**src/rtl/usb_ls_tx_pkg.sv**
```systemverilog
// Shared definitions for the low-speed serializer: controller states,
// line symbol codes written as {dp, dm}, and the sync pattern.
package usb_ls_tx_pkg;

    typedef enum logic [2:0] {
        ST_IDLE = 3'd0,
        ST_PREP = 3'd1,
        ST_BIT  = 3'd2,
        ST_SE0  = 3'd3,
        ST_JEND = 3'd4
    } tx_state_e;

    localparam logic [1:0] LINE_SE0 = 2'b00;
    localparam logic [1:0] LINE_J   = 2'b01;
    localparam logic [1:0] LINE_K   = 2'b10;

    localparam logic [7:0] SYNC_BYTE = 8'h80;

endpackage

```
**src/rtl/usb_ls_tx_timer.sv**
```systemverilog
// Bit period timer.
// What it does: counts clock cycles while run is high and raises tick in
// the final cycle of each bit period.
// Assumes: run stays high without a break for the whole packet body, so
// that bit periods line up back to back; the count clears while run is low.
module usb_ls_tx_timer #(
    parameter int BIT_CYCLES = 8
) (
    input  logic clk,
    input  logic rst_n,
    input  logic run,
    output logic tick
);
    localparam int CW = (BIT_CYCLES > 1) ? $clog2(BIT_CYCLES) : 1;
    localparam logic [CW-1:0] LAST = CW'(BIT_CYCLES - 1);

    logic [CW-1:0] cnt;

    // Cycle counter, wraps at the end of each bit period.
    always_ff @(posedge clk) begin
        if (!rst_n) begin
            cnt <= '0;
        end else if (!run) begin
            cnt <= '0;
        end else if (cnt == LAST) begin
            cnt <= '0;
        end else begin
            cnt <= cnt + 1'b1;
        end
    end

    assign tick = run && (cnt == LAST);

endmodule

```
**src/rtl/usb_ls_tx_stuffer.sv**
```systemverilog
// Bit source with stuffing.
// What it does: holds the byte being sent, picks the bit of the current
// slot, counts consecutive ones and inserts a stuffed slot after RUN_LEN of
// them. It asks for the next payload byte at the end of bit 7 and reports
// whether the current slot is the last one of the packet.
// Assumes: load comes while no packet is active; advance pulses once at
// the end of every slot; byte_data is valid in the cycle byte_req is high.
module usb_ls_tx_stuffer #(
    parameter int CNT_W   = 8,
    parameter int RUN_LEN = 6
) (
    input  logic             clk,
    input  logic             rst_n,
    input  logic             load,
    input  logic [CNT_W-1:0] count_in,
    input  logic             advance,
    input  logic [7:0]       byte_data,
    output logic             toggle,
    output logic             last_slot,
    output logic             byte_req
);
    import usb_ls_tx_pkg::*;

    localparam int OW = $clog2(RUN_LEN + 2);
    localparam logic [OW-1:0] RUN_MAX = OW'(RUN_LEN);

    logic [7:0]       shreg;
    logic [2:0]       bit_idx;
    logic [OW-1:0]    ones;
    logic             cur_stuff;
    logic             drained;
    logic [CNT_W-1:0] bytes_left;

    logic [OW-1:0]    ones_n;
    logic             stuff_next;
    logic             at_bit7;
    logic             more;

    // Run length after the current data bit, and whether a stuff slot follows.
    always_comb begin
        ones_n     = shreg[0] ? (ones + 1'b1) : '0;
        stuff_next = (ones_n == RUN_MAX);
        at_bit7    = (bit_idx == 3'd7);
        more       = (bytes_left != '0);
    end

    assign toggle    = cur_stuff | ~shreg[0];
    assign last_slot = cur_stuff ? drained : (at_bit7 && !more && !stuff_next);
    assign byte_req  = advance && !cur_stuff && at_bit7 && more;

    // Slot sequencing: shift data, insert stuffed slots, fetch bytes.
    always_ff @(posedge clk) begin
        if (!rst_n) begin
            shreg      <= '0;
            bit_idx    <= '0;
            ones       <= '0;
            cur_stuff  <= 1'b0;
            drained    <= 1'b0;
            bytes_left <= '0;
        end else if (load) begin
            shreg      <= SYNC_BYTE;
            bit_idx    <= '0;
            ones       <= '0;
            cur_stuff  <= 1'b0;
            drained    <= 1'b0;
            bytes_left <= count_in;
        end else if (advance) begin
            if (cur_stuff) begin
                cur_stuff <= 1'b0;
            end else begin
                cur_stuff <= stuff_next;
                ones      <= stuff_next ? '0 : ones_n;
                if (at_bit7) begin
                    bit_idx <= '0;
                    if (more) begin
                        shreg      <= byte_data;
                        bytes_left <= bytes_left - 1'b1;
                    end else begin
                        drained <= 1'b1;
                    end
                end else begin
                    shreg   <= {1'b0, shreg[7:1]};
                    bit_idx <= bit_idx + 1'b1;
                end
            end
        end
    end

endmodule

```
**src/rtl/usb_ls_tx_nrzi.sv**
```systemverilog
// NRZI level keeper.
// What it does: keeps the line level left by the previous slot (1 = J).
// The level of the current slot is that level, flipped when toggle is set.
// Assumes: init comes with the packet start; advance pulses at each slot end.
module usb_ls_tx_nrzi (
    input  logic clk,
    input  logic rst_n,
    input  logic init,
    input  logic advance,
    input  logic toggle,
    output logic cur_j
);
    logic ref_j;

    assign cur_j = toggle ? ~ref_j : ref_j;

    // Commit the current slot's level as the next reference.
    always_ff @(posedge clk) begin
        if (!rst_n) begin
            ref_j <= 1'b1;
        end else if (init) begin
            ref_j <= 1'b1;
        end else if (advance) begin
            ref_j <= cur_j;
        end
    end

endmodule

```
**src/rtl/usb_ls_tx.sv**
```systemverilog
// Low-speed USB packet serializer, top level.
// What it does: on start, parks the lines at J for one cycle, enables the
// drivers, sends the sync byte and the payload through the stuffer and NRZI
// stages, then drives SE0 for two bit times and J for one, and releases.
// Assumes: clk runs at BIT_CYCLES times the line bit rate; the byte source
// answers byte_req in the same cycle.
module usb_ls_tx #(
    parameter int BIT_CYCLES = 8,
    parameter int CNT_W      = 8
) (
    input  logic             clk,
    input  logic             rst_n,
    input  logic             start,
    input  logic [CNT_W-1:0] byte_count,
    output logic             byte_req,
    input  logic [7:0]       byte_data,
    output logic             dp,
    output logic             dm,
    output logic             oe,
    output logic             busy,
    output logic             done
);
    import usb_ls_tx_pkg::*;

    localparam int SE0_BITS = 2;
    localparam int SW = $clog2(SE0_BITS + 1);
    localparam logic [SW-1:0] SE0_LAST = SW'(SE0_BITS - 1);

    tx_state_e     state;
    logic [SW-1:0] se0_cnt;
    logic          done_q;
    logic          accept;
    logic          run;
    logic          bit_tick;
    logic          advance;
    logic          toggle;
    logic          last_slot;
    logic          cur_j;
    logic [1:0]    line;

    assign accept  = (state == ST_IDLE) && start;
    assign run     = (state == ST_BIT) || (state == ST_SE0) || (state == ST_JEND);
    assign advance = (state == ST_BIT) && bit_tick;

    usb_ls_tx_timer #(.BIT_CYCLES(BIT_CYCLES)) u_timer (
        .clk   (clk),
        .rst_n (rst_n),
        .run   (run),
        .tick  (bit_tick)
    );

    usb_ls_tx_stuffer #(.CNT_W(CNT_W), .RUN_LEN(6)) u_stuffer (
        .clk       (clk),
        .rst_n     (rst_n),
        .load      (accept),
        .count_in  (byte_count),
        .advance   (advance),
        .byte_data (byte_data),
        .toggle    (toggle),
        .last_slot (last_slot),
        .byte_req  (byte_req)
    );

    usb_ls_tx_nrzi u_nrzi (
        .clk     (clk),
        .rst_n   (rst_n),
        .init    (accept),
        .advance (advance),
        .toggle  (toggle),
        .cur_j   (cur_j)
    );

    // Packet phase sequencing and completion pulse.
    always_ff @(posedge clk) begin
        if (!rst_n) begin
            state   <= ST_IDLE;
            se0_cnt <= '0;
            done_q  <= 1'b0;
        end else begin
            done_q <= 1'b0;
            case (state)
                ST_IDLE: if (start) state <= ST_PREP;
                ST_PREP: state <= ST_BIT;
                ST_BIT: begin
                    if (bit_tick && last_slot) begin
                        state   <= ST_SE0;
                        se0_cnt <= '0;
                    end
                end
                ST_SE0: begin
                    if (bit_tick) begin
                        if (se0_cnt == SE0_LAST) state <= ST_JEND;
                        else se0_cnt <= se0_cnt + 1'b1;
                    end
                end
                ST_JEND: begin
                    if (bit_tick) begin
                        state  <= ST_IDLE;
                        done_q <= 1'b1;
                    end
                end
                default: state <= ST_IDLE;
            endcase
        end
    end

    // Line symbol and driver enable for each phase.
    always_comb begin
        line = LINE_SE0;
        oe   = 1'b0;
        case (state)
            ST_PREP: line = LINE_J;
            ST_BIT: begin
                line = cur_j ? LINE_J : LINE_K;
                oe   = 1'b1;
            end
            ST_SE0: oe = 1'b1;
            ST_JEND: begin
                line = LINE_J;
                oe   = 1'b1;
            end
            default: line = LINE_SE0;
        endcase
    end

    assign dp   = line[1];
    assign dm   = line[0];
    assign busy = (state != ST_IDLE);
    assign done = done_q;

endmodule

```
**config.mk**
```make
export PLATFORM = sky130hd
export DESIGN_NAME = usb_ls_tx
export DESIGN_NICKNAME = d
export VERILOG_FILES = /design/src/rtl/usb_ls_tx_pkg.sv /design/src/rtl/usb_ls_tx_timer.sv /design/src/rtl/usb_ls_tx_stuffer.sv /design/src/rtl/usb_ls_tx_nrzi.sv /design/src/rtl/usb_ls_tx.sv
export SDC_FILE = /design/constraint.sdc
export NUM_CORES = 1
export LEC_CHECK = 0
export BUFFER_PORTS_ARGS = -buffer_cell sky130_fd_sc_hd__buf_2
export CAP_MARGIN = 20
export CORE_ASPECT_RATIO = 0.8
export CORE_MARGIN = 10
export CORE_UTILIZATION = 45
export CTS_BUF_LIST = sky130_fd_sc_hd__clkbuf_2
export DETAILED_ROUTE_END_ITERATION = 12
export PLACE_DENSITY = 0.66
export SLEW_MARGIN = 20
export SYNTH_ARGS = -nofsm -noshare
export SYNTH_HDL_FRONTEND = slang
export SYNTH_SLANG_ARGS = --single-unit
```
**constraint.sdc**
```tcl
create_clock -name clk -period 3.65 [get_ports clk]
set_clock_uncertainty 0.05 [all_clocks]
set_input_delay 0 -clock clk [delete_from_list [all_inputs] [get_ports clk]]
set_output_delay 0 -clock clk [all_outputs]
set_load 0.005 [all_outputs]
```
[Word-level counts from Yosys, hierarchy flattened]
Index checks and enable logic that the tools add are counted.
Widths: inputs -> output; s select.
Storage, ports and cells
  input port bits: 19
  output and inout bits: 6
  register bits after elaboration: 34
  word-level logic and storage cells: 104
Cells by class
  muxes and demuxes: 30
  add/subtract/negate cells: 5
  eq/ne operators: 17
  reduce and logical (&&, ||, !) cells: 33
  bitwise gates (word level): 7
Operator list (count)
  $mux 8: 10
  $mux 3: 8
  $pmux 3 s5: 1
  $eq 3x3->1 const B: 4
  $ne 2x2->1 const B: 6
  $reduce_and 4->1: 3
  $add 3x1->3 const B: 3
  $logic_and 1x1->1: 9
  $mux 2: 4
  $pmux 2 s2: 2
  $reduce_bool 2->1: 4
  $reduce_bool 8->1: 1
  $sub 8x1->8 const B: 1
  $eq 3x2->1 const B: 2
  $not 1->1: 6
  $reduce_and 3->1: 2
  $reduce_or 3->1: 2
  $mux 1: 5
  $reduce_and 5->1: 1
  $ne 2x1->1 const B: 2
  $reduce_and 2->1: 2
  $reduce_or 2->1: 2
  $eq 3x1->1 const B: 1
  $logic_not 1->1: 3
  other kinds (7): 8

[Logic depth before layout (Yosys ltp)]
  depth after elaboration: 9
  mapped depth: 8
  depth with buffers taken out: 7

[Modules after synthesis]
A second synthesis with hierarchy kept.
Second synthesis, totals
  cells, all modules: 210
  area, all modules: 1861.8 µm²
By module, submodules not included
  usb_ls_tx_stuffer: instances 1, area an instance 1302.5 µm², cells an instance 148
  usb_ls_tx: instances 1, area an instance 376.6 µm², cells an instance 47
  usb_ls_tx_timer: instances 1, area an instance 127.6 µm², cells an instance 9
  usb_ls_tx_nrzi: instances 1, area an instance 55.1 µm², cells an instance 6

[Least setup slack after synthesis]
OpenSTA, ideal clock, no wires.
  path type: reg-to-reg
  start point: reg u_timer.cnt[0]
  end point: reg u_stuffer.ones[2]
  slack: 1.735 ns
  clock period less this slack: 1.915 ns
  library setup time: 0.070 ns
  data required time: 3.530 ns
  stages on the path, launching flop included: 8
  arrival: 1.796 ns
  path through: dfxtp_1 ha_1 ha_1 nand4bb_4 nand2b_1 buf_2 or4_1 a21oi_1
Between the ends
  cells in the longest elaborated chain, start to end: 4
RTL lines
  from (decl): line usb_ls_tx_timer.sv:17  | logic [CW-1:0] cnt;
  from (signal assigned): line usb_ls_tx_timer.sv:28  | cnt <= cnt + 1'b1;
  $eq 3x3->1: line usb_ls_tx_timer.sv:32  | assign tick = run && (cnt == LAST);
  $logic_and 1x1->1: line usb_ls_tx_timer.sv:32
  $logic_and 1x1->1: line usb_ls_tx.sv:43  | assign advance = (state == ST_BIT) && bit_tick;
  $reduce_and 2->1 (no source line)
  to (signal assigned): line usb_ls_tx_stuffer.sv:72  | ones <= stuff_next ? '0 : ones_n;
  to (decl): line usb_ls_tx_stuffer.sv:29  | logic [OW-1:0] ones;
No other way between the ends.
A chain may end at the register's enable or synchronous reset.

[Worst setup path in the final report]
  start point: reg u_timer.cnt[0]
  end point: reg u_stuffer.bytes_left[1]
Between the ends
  cells in the longest elaborated chain, start to end: 5
RTL lines
  $eq 3x3->1: line usb_ls_tx_timer.sv:32
  $logic_and 1x1->1: line usb_ls_tx_timer.sv:32
  $logic_and 1x1->1: line usb_ls_tx.sv:43
  $reduce_bool 2->1 (no source line)
  $reduce_and 4->1 (no source line)
  to (signal assigned): line usb_ls_tx_stuffer.sv:66  | bytes_left <= count_in;
  to (signal assigned): line usb_ls_tx_stuffer.sv:77  | bytes_left <= bytes_left - 1'b1;
  to (decl): line usb_ls_tx_stuffer.sv:32  | logic [CNT_W-1:0] bytes_left;
No other way between the ends.

==> results.txt <==
----------------------------------------------------
[Yosys]
  Biggest area consumer among synthesized cells ... dfxtp_1
  Dominant combinational cell family by area after synthesis ... simple AND/OR/NAND/NOR gates
  Synth cell types ... 44
  Top cells by count, synth ... 34 x dfxtp_1, 20 x nand2_1, 19 x nor2_1, 15 x a21oi_1, 10 x mux2i_1
  Leading post-synthesis cells by cell area ... dfxtp_1 37%, ha_1 5.4%, mux2i_1 5.4%, a21oi_1 4.1%, nand2_1 4.1%
  Post-synthesis net count ... about 240
  Fraction of registers with async set/reset ... 0
  Post-synthesis mux area share ... 0.0545
  Number of warnings printed during yosys synthesis ... 0
  Most common cell in the synthesized netlist ... dfxtp_1
  Proportion of synthesized chip area in sequential cells ... 0.370
  Flip-flop and latch count after synthesis ... 34
  Xor/xnor cell area share of the yosys netlist ... 0.0524
  Synth top area share ... 0.370
  Post-synthesis cell count ... 208
  Compound-gate portion of the synthesized area ... 0.140
  Simple-gate share of the synthesized area ... 0.278
  EDFF count, synth ... 0
  Summed instance area of the synthesized netlist ... 0.00184 mm^2
  Top flip-flop cell by instance count after synthesis ... dfxtp_1
  Synthesized area per cell ... 8.84 um^2
  Adder-cell share of the synthesized area ... 0.0545

[STA]
  Final Hold Fails ... 0
  Min Tclk post-route ... 2620 ps
  Sum of negative setup slack ... 0 ps
  Number of pins with negative max-slew slack in the final report ... 0
  Count of final setup violators ... 0
  Max Clock Freq ... around 380 MHz
  Measured slew at the worst slew-check pin ... 616 ps
  Worst slew margin relative to its limit ... 0.589
  Final critical-path share of the clock period ... 0.717
  RSZ-0062 raised after global routing ... false

[Critical path]
  Cell with the largest stage delay on the worst path ... dlygate4sd3_1
  Kind of end point of the critical path ... register
  Number of cells on the critical path ... 8
  Number of buffers and inverters on the critical path ... 1
  Kind of start point of the critical path ... register
  Kind of critical path ... register to register
  Gate family responsible for the most delay along the worst path ... simple AND/OR/NAND/NOR gates
  Ordered cell list for the critical path ... ha_1 -> ha_1 -> nand4bb_4 -> nor2_2 -> and3_1 -> nand4b_1 -> o211ai_1 -> dlygate4sd3_1
  Required time at the endpoint of the critical path ... just under 4000 ps
  Top cell by count, worst path ... ha_1
  Worst EP arrival ... 2900 ps
  Maximum fanout along the worst path ... 8
  Worst-case reg-to-reg path depth ... 8
  Largest stage delay, worst path ... 570 ps

[Routing]
  First DRT Iteration DRCs ... 64
  Routed WL per cell ... between 10 and 15 um
  Wire length on met2 ... 1.73 mm
  Avg Vias per Cell ... 5.13
  Routed met3 length ... 217 um
  Uppermost signal routing layer after detailed routing ... met4
  Antenna violation net count after detailed routing ... 0
  Wire length on met1 ... between 1.5 and 2 mm
  Wirelength, routed ... 3.99 mm
  DR pass1 iterations ... 4
  Final routed DRC violation total ... 0
  Vias ... about 1600

[GRT]
  Grt total ovfl ... 0
  All-Layer GR Usage ... 0.116
  Maximum number of pins on one net before global-route repair ... 22
  Vias in the first global route ... 1529
  Initial antenna violation count ... 0
  Global-route wire length before repair ... 6.91 mm

[Outcome]
  Run status ... complete, no violations

[Die]
  Floorplan core area ... 0.00388 mm^2
  # IOs ... 25
  Die X-Extent ... 91.5 um
  Number of standard-cell rows in the floorplan ... 20
  Starting Density ... 0.474
  Overall die height ... ~77 um
  Die Footprint ... about 0.0071 mm^2

[Clock tree]
  Clock latency at the later pin of the worst-skew pair ... 370 ps
  CTS Buffer Depth ... 2
  TritonCTS Sinks ... 34
  Level count of the clock H-tree ... 2
  Clock buffer count from CTS ... 5
  Clock root buffer ... clkbuf_2
  Clock edge transition at the registers on the reported setup and hold paths ... 180 ps
  TritonCTS clock tree ... done

[Layout]
  Core utilization of the finished layout ... 0.580
  Ratio of cells with drive above 1 in the final layout ... 0.167
  Final layout net count ... roughly 280
  Syn-to-layout area delta ... 22.4%
  Diode count ... 0

[Min path]
  Type of the tightest min-delay check ... primary input to register
  Min-Delay Path Depth ... 5

[Pwr]
  Power density normalized to cell area ... 429 mW/mm^2
  Max VDD drop ... 0.000285 V
  Leakage component of the power ... between 0.8 and 0.9 nW

[Placement]
  Final weighted congestion of routability-driven global placement ... between 0.7 and 0.8
  Port Buffers ... 24
  Estimated wirelength of the detail-placed design ... 2.61 mm

[Run]
  Number of max-cap violations ... 0

----------------------------------------------------
[worst reg2reg max path: stages, from the launching register on]
cell           delay [ps]
dfxtp_1               370
ha_1                  150
ha_1                  340
nand4bb_4             200
nor2_2                290
and3_1                380
nand4b_1              130
o211ai_1              110
dlygate4sd3_1         570
[final cells by class]
type                            instances  area (um^2)
Multi-Input combinational cell        154         1060
Tap cell                               55         68.8
Timing Repair Buffer                   49          370
Fill cell                             342         1630
Clock buffer                            6         30.0
Inverter                                7         26.3
Clock inverter                          2         8.76
Sequential cell                        34          681
[layer usage]
metal	vias up	track usage
li1	825	-
met1	713	0.143
met2	31	0.181
met3	5	0.0418
met4	0	0.0375
met5	-	0
[cell families (layout without fill, tap and decap cells)]
kind of cell	after synthesis	after routing
and+or+nand+nor	85	85
AOI/OAI and AO/OA	40	40
DFF	34	34
buffers and inverters	20	64
xor gates and xnor gates	11	11
muxes	10	10
adders and majority gates	8	8
[cell usage in the layout, fill, tap and decap left out, types with 2 or more instances in the layout]
cell type      synthesis  routed
dfxtp_1               34      34
dlygate4sd3_1          0      25
buf_2                  5      24
nand2_1               20      20
nor2_1                19      19
a21oi_1               15      15
mux2i_1               10      10
o21ai_0                9       9
ha_1                   8       8
inv_1                  7       7
a211oi_1               7       7
xor2_1                 6       6
nand3_1                6       6
clkbuf_2               0       6
xnor2_1                5       5
nand3b_1               5       5
nor3_1                 5       5
and3_1                 4       4
or3_1                  3       3
and2_1                 3       3
nor2b_1                2       2
nor2_2                 2       2
nand2b_1               2       2
a32o_1                 2       2
nand4_1                2       2
nand4b_1               2       2
[power breakdown]
part	switching [W]	internal [W]
clock	0.000127	0.0000472
combinational	0.000157	0.000164
sequential	0.0000597	0.000410
[path summary, 6_finish.rpt]
| kind | startpoint | end | slack (ps) |
|---|---|---|---|
| max | u_timer.cnt[0] | u_stuffer.bytes_left[1] | 1030 |
| min | start | u_stuffer.shreg[7] | 150 |
| max reg2reg | u_timer.cnt[0] | u_stuffer.bytes_left[1] | 1030 |
| min reg2reg | u_timer.cnt[0] | u_timer.cnt[0] | 390 |
[through the flow]
stage	area (um^2)	cells	hold slack (ps)	setup WS, ps	total power, W
floorplan	1840	208	85.0	1730	0.000695
global placement	1960	274	210	1440	0.000762
detailed placement	1960	274	212	1430	0.000766
CTS	2250	307	125	1050	0.000969
global route	2250	307	164	840	0.00103
finish	2250	307	146	1030	0.000966
[repair_timing]
action	in CTS	in global routing
hold endpoints to repair	21	0
hold buffers	25	0
buffers inserted	0	0
gates resized for setup	0	0
[registers in the layout, summed over array words and instances, names as in the netlist]
signal / count
u_nrzi.ref_j: 1
done: 1
u_stuffer.shreg: 8
u_stuffer.cur_stuff: 1
u_stuffer.drained: 1
u_timer.cnt: 3
se0_cnt: 2
state: 3
u_stuffer.ones: 3
u_stuffer.bytes_left: 8
u_stuffer.bit_idx: 3
Note: power is estimated with default switching activity, not from simulation.
